<file path="src/rtl/cpk_pkg.sv">
package cpk_pkg;
  localparam int OCT_W    = 8;
  localparam int LANES    = 4;
  localparam int MAX_CELL = 124;
  localparam int DEF_CELL = 8;
  localparam int SIZE_W   = $clog2(MAX_CELL + 1);
  localparam int WORD_W   = OCT_W * LANES;

  localparam logic CFG_SIZE  = 1'b0;
  localparam logic CFG_CLEAR = 1'b1;
endpackage

</file>
<file path="src/rtl/cpk_cfg.sv">
module cpk_cfg #(
  parameter int DATA_W   = 8,
  parameter int SIZE_W   = 7,
  parameter int LANES    = 4,
  parameter int MAX_CELL = 124,
  parameter int DEF_CELL = 8
) (
  input  logic              clk,
  input  logic              rst,
  input  logic              cfg_we,
  input  logic              cfg_addr,
  input  logic [DATA_W-1:0] cfg_wdata,
  input  logic              viol_pulse,
  output logic [SIZE_W-1:0] cell_size,
  output logic              viol_flag
);
  import cpk_pkg::*;

  logic size_ok;
  logic clr_hit;

  // Legal size: nonzero, a whole number of words, within range.
  always_comb begin
    size_ok = (cfg_wdata != '0) &&
              ((int'(cfg_wdata) % LANES) == 0) &&
              (int'(cfg_wdata) <= MAX_CELL);
    clr_hit = cfg_we && (cfg_addr == CFG_CLEAR) && cfg_wdata[0];
  end

  always_ff @(posedge clk) begin
    if (rst) begin
      cell_size <= SIZE_W'(DEF_CELL);
      viol_flag <= 1'b0;
    end else begin
      if (cfg_we && (cfg_addr == CFG_SIZE) && size_ok)
        cell_size <= cfg_wdata[SIZE_W-1:0];
      // A new violation takes priority over a clear in the same cycle.
      if (viol_pulse)
        viol_flag <= 1'b1;
      else if (clr_hit)
        viol_flag <= 1'b0;
    end
  end
endmodule

</file>
<file path="src/rtl/cpk_tracker.sv">
module cpk_tracker #(
  parameter int SIZE_W = 7,
  parameter int LANES  = 4
) (
  input  logic                     clk,
  input  logic                     rst,
  input  logic                     in_valid,
  input  logic                     in_soc,
  input  logic [SIZE_W-1:0]        cell_size,
  output logic                     accept,
  output logic                     word_done,
  output logic                     first_word,
  output logic                     viol_pulse
);
  localparam int LANE_W = $clog2(LANES);

  logic [SIZE_W-1:0] cnt;
  logic              active;
  logic [SIZE_W-1:0] cur;
  logic [SIZE_W:0]   nxt;
  logic [LANE_W-1:0] lane;

  always_comb begin
    accept     = in_valid && (in_soc || active);
    cur        = in_soc ? '0 : cnt;
    lane       = cur[LANE_W-1:0];
    nxt        = {1'b0, cur} + 1'b1;
    word_done  = accept && (lane == LANE_W'(LANES - 1));
    first_word = (int'(cur) < LANES);
    // A nonzero count means a cell is open and has not reached its size.
    viol_pulse = in_valid && in_soc && (cnt != '0);
  end

  always_ff @(posedge clk) begin
    if (rst) begin
      cnt    <= '0;
      active <= 1'b0;
    end else if (accept) begin
      if (nxt >= {1'b0, cell_size}) begin
        cnt    <= '0;
        active <= 1'b0;
      end else begin
        cnt    <= nxt[SIZE_W-1:0];
        active <= 1'b1;
      end
    end
  end
endmodule

</file>
<file path="src/rtl/cpk_assembler.sv">
module cpk_assembler #(
  parameter int OCT_W = 8,
  parameter int LANES = 4
) (
  input  logic                   clk,
  input  logic                   rst,
  input  logic                   accept,
  input  logic                   word_done,
  input  logic                   first_word,
  input  logic [OCT_W-1:0]       in_octet,
  output logic                   word_valid,
  output logic [OCT_W*LANES-1:0] word_data,
  output logic                   word_soc
);
  localparam int HOLD_W = OCT_W * (LANES - 1);

  // Holds the earlier octets of the current word, newest at the bottom.
  logic [HOLD_W-1:0] hold;

  always_ff @(posedge clk) begin
    if (rst) begin
      hold       <= '0;
      word_valid <= 1'b0;
      word_data  <= '0;
      word_soc   <= 1'b0;
    end else begin
      word_valid <= word_done;
      word_soc   <= word_done && first_word;
      if (accept)
        hold <= {hold[HOLD_W-OCT_W-1:0], in_octet};
      if (word_done)
        word_data <= {hold, in_octet};
    end
  end
endmodule

</file>
<file path="src/rtl/cell_octet_packer.sv">
module cell_octet_packer
  import cpk_pkg::*;
#(
  parameter int OCT_W_P    = OCT_W,
  parameter int LANES_P    = LANES,
  parameter int MAX_CELL_P = MAX_CELL,
  parameter int DEF_CELL_P = DEF_CELL,
  parameter int SIZE_W_P   = SIZE_W
) (
  input  logic                       clk,
  input  logic                       rst,
  input  logic                       in_valid,
  input  logic                       in_soc,
  input  logic [OCT_W_P-1:0]         in_octet,
  input  logic                       cfg_we,
  input  logic                       cfg_addr,
  input  logic [OCT_W_P-1:0]         cfg_wdata,
  output logic                       word_valid,
  output logic [OCT_W_P*LANES_P-1:0] word_data,
  output logic                       word_soc,
  output logic                       viol_flag,
  output logic [SIZE_W_P-1:0]        cfg_size
);
  logic accept, word_done, first_word, viol_pulse;

  cpk_cfg #(
    .DATA_W(OCT_W_P), .SIZE_W(SIZE_W_P), .LANES(LANES_P),
    .MAX_CELL(MAX_CELL_P), .DEF_CELL(DEF_CELL_P)
  ) i_cfg (
    .clk(clk), .rst(rst), .cfg_we(cfg_we), .cfg_addr(cfg_addr),
    .cfg_wdata(cfg_wdata), .viol_pulse(viol_pulse),
    .cell_size(cfg_size), .viol_flag(viol_flag)
  );

  cpk_tracker #(.SIZE_W(SIZE_W_P), .LANES(LANES_P)) i_trk (
    .clk(clk), .rst(rst), .in_valid(in_valid), .in_soc(in_soc),
    .cell_size(cfg_size), .accept(accept), .word_done(word_done),
    .first_word(first_word), .viol_pulse(viol_pulse)
  );

  cpk_assembler #(.OCT_W(OCT_W_P), .LANES(LANES_P)) i_asm (
    .clk(clk), .rst(rst), .accept(accept), .word_done(word_done),
    .first_word(first_word), .in_octet(in_octet),
    .word_valid(word_valid), .word_data(word_data), .word_soc(word_soc)
  );
endmodule

</file>
<file path="config.mk">
export PLATFORM = sky130hd
export DESIGN_NAME = cell_octet_packer
export DESIGN_NICKNAME = d
export VERILOG_FILES = /design/src/rtl/cpk_pkg.sv /design/src/rtl/cpk_cfg.sv /design/src/rtl/cpk_tracker.sv /design/src/rtl/cpk_assembler.sv /design/src/rtl/cell_octet_packer.sv
export SDC_FILE = /design/constraint.sdc
export NUM_CORES = 1
export LEC_CHECK = 0
export BUFFER_PORTS_ARGS = -buffer_cell sky130_fd_sc_hd__buf_2
export CORE_ASPECT_RATIO = 0.9
export CORE_UTILIZATION = 57
export DETAILED_ROUTE_END_ITERATION = 8
export PLACE_DENSITY = 0.79
export SLEW_MARGIN = 0
export SYNTH_ARGS = -nofsm -noshare
export SYNTH_HDL_FRONTEND = slang
export SYNTH_SLANG_ARGS = --single-unit
</file>
<file path="constraint.sdc">
create_clock -name clk -period 5.45 [get_ports clk]
set_input_delay 0.2725 -clock clk [delete_from_list [all_inputs] [get_ports clk]]
set_output_delay 0.2725 -clock clk [all_outputs]
set_load 0.005 [all_outputs]
</file>
==> flow_summary.yaml, run 1 <==
run_status:
  outcome: "finished, final reports clean"
routing:
  drtIter0Drc: 137
  drt-wirelength-per-cell_um: 13.2
  post-route-drc-count: 0
  num_vias: 2525
  final_antenna_net_count: 0
  vias_per_cell: 5.32
  routed_wirelength_um: 6280
  drtPass1Iterations: 4
synth:
  synth_top_area_share_pct: 52.0
  syn_area_per_cell_um2: 8.14
  ys_ff_latch: 74
  synth_top_area_cell: "dfxtp_1"
  synthTopCellsByArea: "dfxtp_1, nand2_1, a21oi_1, ha_1, a22o_1"
  netlist_instances: 350
  ys_seq_area_share_pct: 52.0
  yosys_warnings: 0
  syn-num-nets: 380
  netlist_area_um2: 2850
  synth_cell_types: 33
worst_setup_path:
  startpoint: "i_trk.cnt[1]"
  cp.required_ns: 5.73
  setup.worst_path.start_class: "register"
  slowest_delay_ns: 0.44
  crit_path_top_delay_cell: "a2111oi_0"
  cp_top_family: "compound AO/OA/AOI/OAI gates"
  cp_num_buf_inv: 0
  critical_path.max_fanout: 8
  arrival_ns: 3.15
  path_common_cell: "ha_1"
  end_kind: "register"
  worstReg2RegStart: "i_trk.cnt[1]"
  criticalPathCategory: "reg -> reg"
  cp_cell_sequence: "nor2b_1 > ha_1 > nand2_1 > or3_1 > a21oi_1 > ha_1 > a2111oi_0 > o211a_1 > a22o_1"
placed_design:
  placed_area_um2: 3160
  dp.final_hpwl_um: 4220
  place_congestion: 0.839
  placed_cells: 459
  portBuffers: 63
cts:
  clk_latency_ns: 0.34
  cts_buffers: 9
  post_cts_buffers: 0
  cts_buffer_depth: 2
  clock_sinks: 74
  clk_pin_slew_ns: 0.08
  htree_levels: 3
  tritoncts: "built"
  cts_root_buf: "clkbuf_8"
  post_cts_resized: 0
  hold_buffers: 0
finish:
  final_cell_mix: "nand2_1, dfxtp_1, buf_2, a21oi_1, clkbuf_8"
  layout_commonest_cell: "nand2_1"
  drive_gt1_share_pct: 19.8
  design_area_um2: 3350
  fin_cells: 475
  regArea_um2: 1480
  final_nets: 435
  n_fill_cell: 428
  multi_input_area_um2: 1240
  synthToLayoutAreaGrowth_pct: 17.8
  num_antenna_cells: 0
sta:
  rsz0062_at_grt: "no"
  tightestPinTransition_ns: 1.13
  relSlewSlack_pct: 24.6
  post-route-period-util_pct: 52.7
  setup_violations: 0
  whs_ns: 0.177
  skew_ns: 0.00752
  tns_ns: 0
  max_clock_freq_mhz: 348
  drv_slew: 0
  fin_crit_ns: 2.87
  final_hold_viol_count: 0
pwr:
  ir_worst_vdd_v: 0.000271
  p_leak_nw: 1.37
  power.density_nw_per_um2: 303
floorplanning:
  dieArea_um2: 5280
  die_y_um: 69.1
  start_util_pct: 58.9
  coreArea_um2: 4830
  num_rows: 24
  ios: 64
  die_w_um: 76.5
global_route:
  grt_usage_pct: 25.4
  antenna_found_initial: 0
  grt_pass1_vias: 2372
  grt_max_degree: 69
  grt_pass1_wl_um: 10700
  grt-ovfl-total: 0
flow_run:
  cap_violations: 0
min_path:
  worstHoldStart: "cfg_wdata[5]"
  hold_path.class: "in -> reg"
[power by group]
part / leakage [nW] / internal, W / switching (W)
registers: 0.598 / 0.000548 / 0.00000621
logic: 0.669 / 0.0000156 / 0.0000304
clock network: 0.103 / 0.000223 / 0.000193
total: 1.37 / 0.000786 / 0.000230
[area by class of cell]
| type | count | share of cell area, % |
|---|---|---|
| Timing Repair Buffer | 64 | 9.63 |
| Inverter | 8 | 0.896 |
| Clock buffer | 11 | 4.22 |
| Tap cell | 65 | 2.43 |
| Sequential cell | 74 | 44.2 |
| Clock inverter | 5 | 1.60 |
| Multi-Input combinational cell | 248 | 37.1 |
[per-stage QoR]
step	worst slack (ns)	util, %	power, W
after floorplan	2.98	-	0.000594
after global placement	2.75	65.3	0.000611
after detailed placement	2.53	65.3	0.000612
after CTS	2.64	69.4	0.00102
after global routing	2.31	69.4	0.00105
final	2.58	69.4	0.00102
[synthesized netlist by cell type]
library cell	number
a22o_1	6
a21oi_1	62
o2111ai_1	1
a22o_2	1
and2_1	1
xnor2_1	1
nand3_1	4
a32oi_1	1
clkbuf_1	11
a21o_1	2
buf_1	3
o21a_1	3
nor4_1	1
dfxtp_1	74
nor3b_1	1
inv_1	8
o211a_1	1
nor2b_1	1
or3_1	2
ha_1	8
clkbuf_8	1
nand2_1	121
a2111oi_0	2
or4_1	5
nor3_1	1
o21ai_1	1
xor2_1	2
o211ai_1	1
buf_6	1
nor2_1	9
buf_2	4
o21ai_0	6
nand2b_1	4
[per-layer routing]
metal / vias to the layer above / wire [µm] / track usage, %
met3: 8 / 258 / 7.42
li1: 1278 / - / -
met4: 0 / 74 / 7.69
met2: 51 / 2970 / 42.3
met5: - / 0 / 0
met1: 1188 / 2970 / 31.6
[worst min-delay path, cell delays in order]
cell	delay, ns
buf_2	0.10
nand2_1	0.05
a21oi_1	0.05
[path summary, 6_finish.rpt]
path	to	slack (ns)	cells past startpoint
max	i_trk.cnt[1]	2.58	9
min	i_cfg.cell_size[5]	0.18	3
max reg2reg	i_trk.cnt[1]	2.58	9
min reg2reg	i_asm.word_data[19]	0.45	2
[registers in the layout, summed over array words and instances (netlist names)]
register          cells
i_trk.active          1
i_asm.word_valid      1
i_trk.cnt             7
i_asm.word_soc        1
i_asm.word_data      32
i_cfg.cell_size       7
i_asm.hold           24
i_cfg.viol_flag       1
[logic make-up (layout without fill, tap and decap cells)]
| family | after synthesis | after routing | synth area share [%] |
|---|---|---|---|
| fa+ha+maj | 8 | 8 | 3.52 |
| flops | 74 | 74 | 52.0 |
| compound gates | 87 | 87 | 17.5 |
| xor+xnor | 3 | 3 | 0.923 |
| simple gates | 150 | 150 | 21.6 |
| buf+inv | 28 | 88 | 4.48 |
No activity file was read; power rests on OpenSTA's default activity.
==> inputs of run 2 (changes only) <==
Settings changed: CORE_UTILIZATION 57 to 53, PLACE_DENSITY 0.79 to 0.74.
Clock period 5.45 ns to 2.83 ns, I/O delays scaled along.
==> run 2 against run 1 <==
First-iteration DRC count rose by 17%. Sequential power rose by 93%. Register-to-register slack got worse by 2.3 ns. Highest routed layer unchanged.
==> flow_summary.yaml, run 2 (synthesized netlist as in run 1, its figures left out) <==
finish:
  multi_input_area_um2: 1250
  n_fill_cell: 434
  final_nets: 439
  largest_reg_flops: 32
  layout_commonest_cell: "nand2_1"
  final_cell_mix: "nand2_1, dfxtp_1, buf_2, a21oi_1, clkbuf_8"
  reg.largest.list: "i_asm.word_data x32, i_asm.hold x24"
  drive_gt1_share_pct: 21.5
  regArea_um2: 1480
  synthToLayoutAreaGrowth_pct: 18.5
  largest-register: "i_asm.word_data"
  design_area_um2: 3380
  num_antenna_cells: 0
pwr:
  p_comb_share_pct: 4.9
  seqPwrFrac_pct: 56.2
  power_frac_clock_pct: 38.9
  netSwitchingFraction_pct: 24.7
  p_int_w: 0.00143
  switchingPower_w: 0.000469
  p_leak_nw: 1.36
  power.density_nw_per_um2: 562
  ir_worst_vdd_v: 0.000389
worst_setup_path:
  cp.required_ns: 3.12
  ff2ff_path_depth: 9
  worstReg2RegStart: "i_trk.cnt[1]"
  setup.worst_path.start_class: "register"
  arrival_ns: 2.86
  r2r-end: "i_trk.cnt[3]"
  criticalPathCategory: "reg -> reg"
  end_kind: "register"
  reg2reg_slack_ns: 0.26
  critical_path.max_fanout: 8
routing:
  drtIter0Drc: 160
  drtPass1Iterations: 6
  vias_per_cell: 5.27
  post-route-drc-count: 0
  final_antenna_net_count: 0
  drt-wirelength-per-cell_um: 13.3
  routed_wirelength_um: 6370
  num_vias: 2524
flow_run:
  cap_violations: 0
min_path:
  min_to: "i_asm.word_data[0]"
  worstHoldStart: "in_octet[0]"
  min_path_cells: 3
  hold_path.class: "in -> reg"
global_route:
  antenna_found_initial: 0
  grt-ovfl-total: 0
  grt_pass1_vias: 2373
  grt_pass1_wl_um: 10900
  grt_max_degree: 48
  grt_usage_pct: 25.0
cts:
  clk_pin_slew_ns: 0.08
  hold_buffers: 0
  tritoncts: "built"
  clk_latency_ns: 0.35
  htree_levels: 3
  cts_root_buf: "clkbuf_8"
  post_cts_buffers: 0
  clock_sinks: 74
  cts_buffer_depth: 2
  post_cts_resized: 0
  cts_buffers: 9
run_status:
  outcome: "finished, final reports clean"
sta:
  final_hold_viol_count: 0
  drv_slew: 0
  skew_ns: 0.00560
  fin_crit_ns: 2.57
  tns_ns: 0
  tightestPinTransition_ns: 0.715
  whs_ns: 0.0359
  relSlewSlack_pct: 51.9
  setup_violations: 0
  post-route-period-util_pct: 90.9
  max_clock_freq_mhz: 389
  rsz0062_at_grt: "no"
placed_design:
  portBuffers: 63
  dp.final_hpwl_um: 4200
  placed_area_um2: 3190
  place_congestion: 0.837
floorplanning:
  dieArea_um2: 5670
  num_rows: 24
  ios: 64
  coreArea_um2: 5010
  die_y_um: 71.5
  start_util_pct: 56.8
  die_w_um: 79.3
[run 2: final cells by class]
class | count | area share, %
multi-input combinational | 248 | 37.1
sequential | 74 | 43.9
clock inverter | 6 | 1.22
clock buffer | 10 | 4.08
inverter | 8 | 0.890
timing repair buffer | 68 | 10.5
tap | 65 | 2.41
[run 2: worst max-delay path by stage]
| stage | from | endpoint | slack [ns] | depth (start not counted) |
|---|---|---|---|---|
| 6_report | i_trk.cnt[1] | i_trk.cnt[3] | 0.26 | 9 |
| 5_1_grt | i_trk.cnt[0] | i_trk.cnt[1] | 0.03 | 10 |
| 4_1_cts | i_trk.cnt[1] | i_trk.cnt[1] | 0.13 | 9 |
| 3_5_place_dp | in_soc | i_trk.cnt[3] | 0.15 | 11 |
| 3_3_place_gp | in_soc | i_trk.cnt[3] | 0.21 | 11 |
| 2_1_floorplan | i_trk.cnt[1] | i_trk.cnt[3] | 0.46 | 9 |
[run 2: worst max-delay path, stage by stage (launching register included)]
cell and delay (ns):
dfxtp_1 0.40, nor2b_1 0.17, ha_2 0.24, nand2_1 0.08
or3_1 0.30, a21oi_1 0.20, ha_1 0.29, a2111oi_2 0.32
o211a_2 0.35, a22o_2 0.17
[run 2: power by group through the flow]
stage | registers (W) | clock network [W] | logic, W
after floorplan | 0.00109 | 0 | 0.0000578
after global placement | 0.00109 | 0 | 0.0000900
after detailed placement | 0.00109 | 0 | 0.0000913
after CTS | 0.00107 | 0.000755 | 0.0000914
after global routing | 0.00107 | 0.000797 | 0.000105
final | 0.00107 | 0.000739 | 0.0000928
[run 2: layer usage]
layer / up-vias / wire length [µm] / track usage, % / share of wire (%)
met5: - / 0 / 0 / 0
met4: 0 / 75 / 7.27 / 1.2
met3: 11 / 367 / 8.79 / 5.8
met2: 67 / 2980 / 39.5 / 47
met1: 1161 / 2950 / 32.5 / 46
li1: 1285 / - / - / -
[run 2: through the flow]
step	setup slack [ns]	std cells	total power (W)	util [%]
2_1_floorplan	0.462	350	0.00114	-
3_3_place_gp	0.205	463	0.00118	63.6
3_5_place_dp	0.152	463	0.00118	63.6
4_1_cts	0.130	479	0.00191	67.1
5_1_grt	0.0266	479	0.00197	67.3
6_report	0.259	479	0.00190	67.3
==> inputs of run 3 (changes only) <==
Settings changed: ABC_AREA from default to 1.
==> run 3 against run 2 <==
Via count increased by 5.7%. Non-clock buffer count unchanged. Fmax increased by 15%. Clock power increased by 9.5%. Combinational power increased by 47%. Register-to-register slack improved by 0.34 ns. Flip-flop and latch count unchanged. Synthesized cell count increased by 14%. Critical endpoint is now i_trk.cnt[5]. Largest power group unchanged. Sequential share of layout area decreased by 2.1 points. Die area increased by 4.7%.
==> flow_summary.yaml, run 3 <==
run_status:
  outcome: "finished, final reports clean"
synth:
  synth_ff_type: "dfxtp_1"
  synthAdderAreaFrac_pct: 3.35
  ys_ff_latch: 74
  synth_most_common_cell: "nand2_1"
  syn_area_per_cell_um2: 7.46
  synthTopCellsByArea: "dfxtp_1, nand2_1, nor2_1, nand3_1, o21ai_0"
  netlist_top_cells_count: "nand2_1, nor2_1, dfxtp_1, nand3_1, o21ai_0"
  synth_xor_area_share_pct: 0.587
  netlist_instances: 400
  synth_top_area_share_pct: 49.6
  ys_async_sr_fraction_pct: 0
  synth_cell_types: 24
  synth_top_area_cell: "dfxtp_1"
  synth-compound-area-share_pct: 8.05
  syn-num-nets: 430
  yosys-mux-area-fraction_pct: 0
  synth_edf_count: 0
  synth_simple_gate_area_share_pct: 32.0
  synth_top_family_by_area: "simple AND/OR/NAND/NOR gates"
  netlist_area_um2: 2980
  ys_seq_area_share_pct: 49.6
  yosys_warnings: 0
placed_design:
  place_congestion: 0.936
  placed_area_um2: 3310
  portBuffers: 63
  dp.final_hpwl_um: 4410
cts:
  post_cts_resized: 0
  clock_sinks: 74
  clk_pin_slew_ns: 0.07
  htree_levels: 3
  cts_buffer_depth: 2
  tritoncts: "built"
  post_cts_buffers: 0
  cts_buffers: 9
  hold_buffers: 4
  clk_latency_ns: 0.34
  cts_root_buf: "clkbuf_8"
finish:
  layout_commonest_cell: "nand2_1"
  synthToLayoutAreaGrowth_pct: 18.7
  reg.largest.list: "i_asm.word_data x32, i_asm.hold x24"
  n_fill_cell: 460
  largest_reg_flops: 32
  final_cell_mix: "nand2_1, nor2_1, dfxtp_1, buf_2, nand3_1"
  multi_input_area_um2: 1310
  drive_gt1_share_pct: 19.1
  num_antenna_cells: 0
  design_area_um2: 3540
  final_nets: 492
  regArea_um2: 1480
  largest-register: "i_asm.word_data"
floorplanning:
  coreArea_um2: 5350
  die_y_um: 73.2
  num_rows: 25
  die_w_um: 81.1
  dieArea_um2: 5930
  ios: 64
  start_util_pct: 55.8
worst_setup_path:
  criticalPathCategory: "reg -> reg"
  r2r-end: "i_trk.cnt[5]"
  crit_path_top_delay_cell: "dfxtp_1"
  cp-endpoint: "i_trk.cnt[5]"
  critical_path.max_fanout: 8
  end_kind: "register"
  slowest_delay_ns: 0.36
  startpoint: "i_trk.cnt[0]"
  setup.worst_path.start_class: "register"
  ff2ff_path_depth: 17
  path_common_cell: "nand2_1"
  cp.required_ns: 3.10
  cp_cell_sequence: "inv_1 > nor2_1 > ha_1 > inv_1 > nand2_1 > nand2_1 > inv_1 > ha_1 > nand2_1 > nor2_1 > nor2_1 > nand2_1 > nand2_1 > nand2_1 > nand2_1 > nand3_1 > a21oi_1"
  reg2reg_slack_ns: 0.60
  arrival_ns: 2.51
  worstReg2RegStart: "i_trk.cnt[0]"
sta:
  max_clock_freq_mhz: 448
  setup_violations: 0
  skew_ns: 0.00824
  final_hold_viol_count: 0
  post-route-period-util_pct: 79.0
  fin_crit_ns: 2.23
  tightestPinTransition_ns: 0.583
  drv_slew: 0
  rsz0062_at_grt: "no"
  relSlewSlack_pct: 61.1
  tns_ns: 0
routing:
  final_antenna_net_count: 0
  post-route-drc-count: 0
  num_vias: 2669
  drtPass1Iterations: 4
  drtIter0Drc: 166
  routed_wirelength_um: 6590
  drt-wirelength-per-cell_um: 12.3
  vias_per_cell: 5.00
pwr:
  power.density_nw_per_um2: 578
  ir_worst_vdd_v: 0.000353
  p_leak_nw: 1.82
global_route:
  grt_max_degree: 57
  grt_pass1_wl_um: 10700
  grt-ovfl-total: 0
  antenna_found_initial: 0
  grt_usage_pct: 24.1
  grt_pass1_vias: 2291
min_path:
  worstHoldStart: "in_octet[0]"
  hold_path.class: "in -> reg"
flow_run:
  cap_violations: 0
[run 3: changes by cell type after synthesis, sizes merged, moves of 4 or more]
cell	previous run	this run
a22o	7	0
nor2	9	85
nand3	4	38
nand2	121	93
a21oi	62	11
nand2b	4	0
inv	8	27
or4	5	0
o21ai	7	37
[run 3: cells by family after synthesis]
| family | after synthesis |
|---|---|
| simple gates | 223 |
| xor+xnor | 2 |
| buf+inv | 45 |
| flops | 74 |
| fa+ha+maj | 8 |
| compound gates | 48 |
[run 3: cell type report]
class	instances	area share [%]
Sequential cell	74	41.8
Inverter	28	3.04
Clock inverter	5	1.52
Clock buffer	11	3.99
Multi-Input combinational cell	281	37.0
Tap cell	67	2.37
Timing Repair Buffer	68	10.2
[run 3: per-layer routing]
layer	wire length, µm	vias to the layer above	GRT usage, %
met5	0	-	0
met4	60	0	7.94
met3	395	6	8.00
met2	2730	74	33.8
met1	3410	1191	34.5
li1	-	1398	-
[run 3: worst min-delay path by stage]
stage                               endpoint  cells past startpoint
after floorplan           i_cfg.cell_size[1]                      1
after global placement    i_asm.word_data[6]                      3
after detailed placement  i_asm.word_data[0]                      3
after CTS                 i_asm.word_data[0]                      3
after global routing      i_asm.word_data[0]                      3
final                     i_asm.word_data[0]                      3
[run 3: where the power goes]
part / internal, W / switching [W] / leakage, nW
registers: 0.00108 / 0.0000253 / 0.602
clock network: 0.000429 / 0.000380 / 0.103
logic: 0.0000473 / 0.0000890 / 1.11
total: 0.00155 / 0.000495 / 1.82
[run 3: through the flow]
step	setup WS [ns]	hold slack (ns)	instances	utilization, %	total power (W)
after floorplan	0.913	0.218	400	-	0.00121
after global placement	0.693	0.359	514	61.8	0.00126
after detailed placement	0.651	0.360	514	61.8	0.00126
after CTS	0.634	0.00461	534	66.2	0.00206
after global routing	0.363	0.00145	534	66.2	0.00213
final	0.596	0.0164	534	66.2	0.00205
[run 3: critical path: cells and delay by family, from the launching register on]
family | cells | cell delay (ns)
and+or+nand+nor | 11 | 0.99
adders and majority gates | 2 | 0.42
DFF | 1 | 0.36
buffers and inverters | 3 | 0.27
AOI/OAI and AO/OA | 1 | 0.14
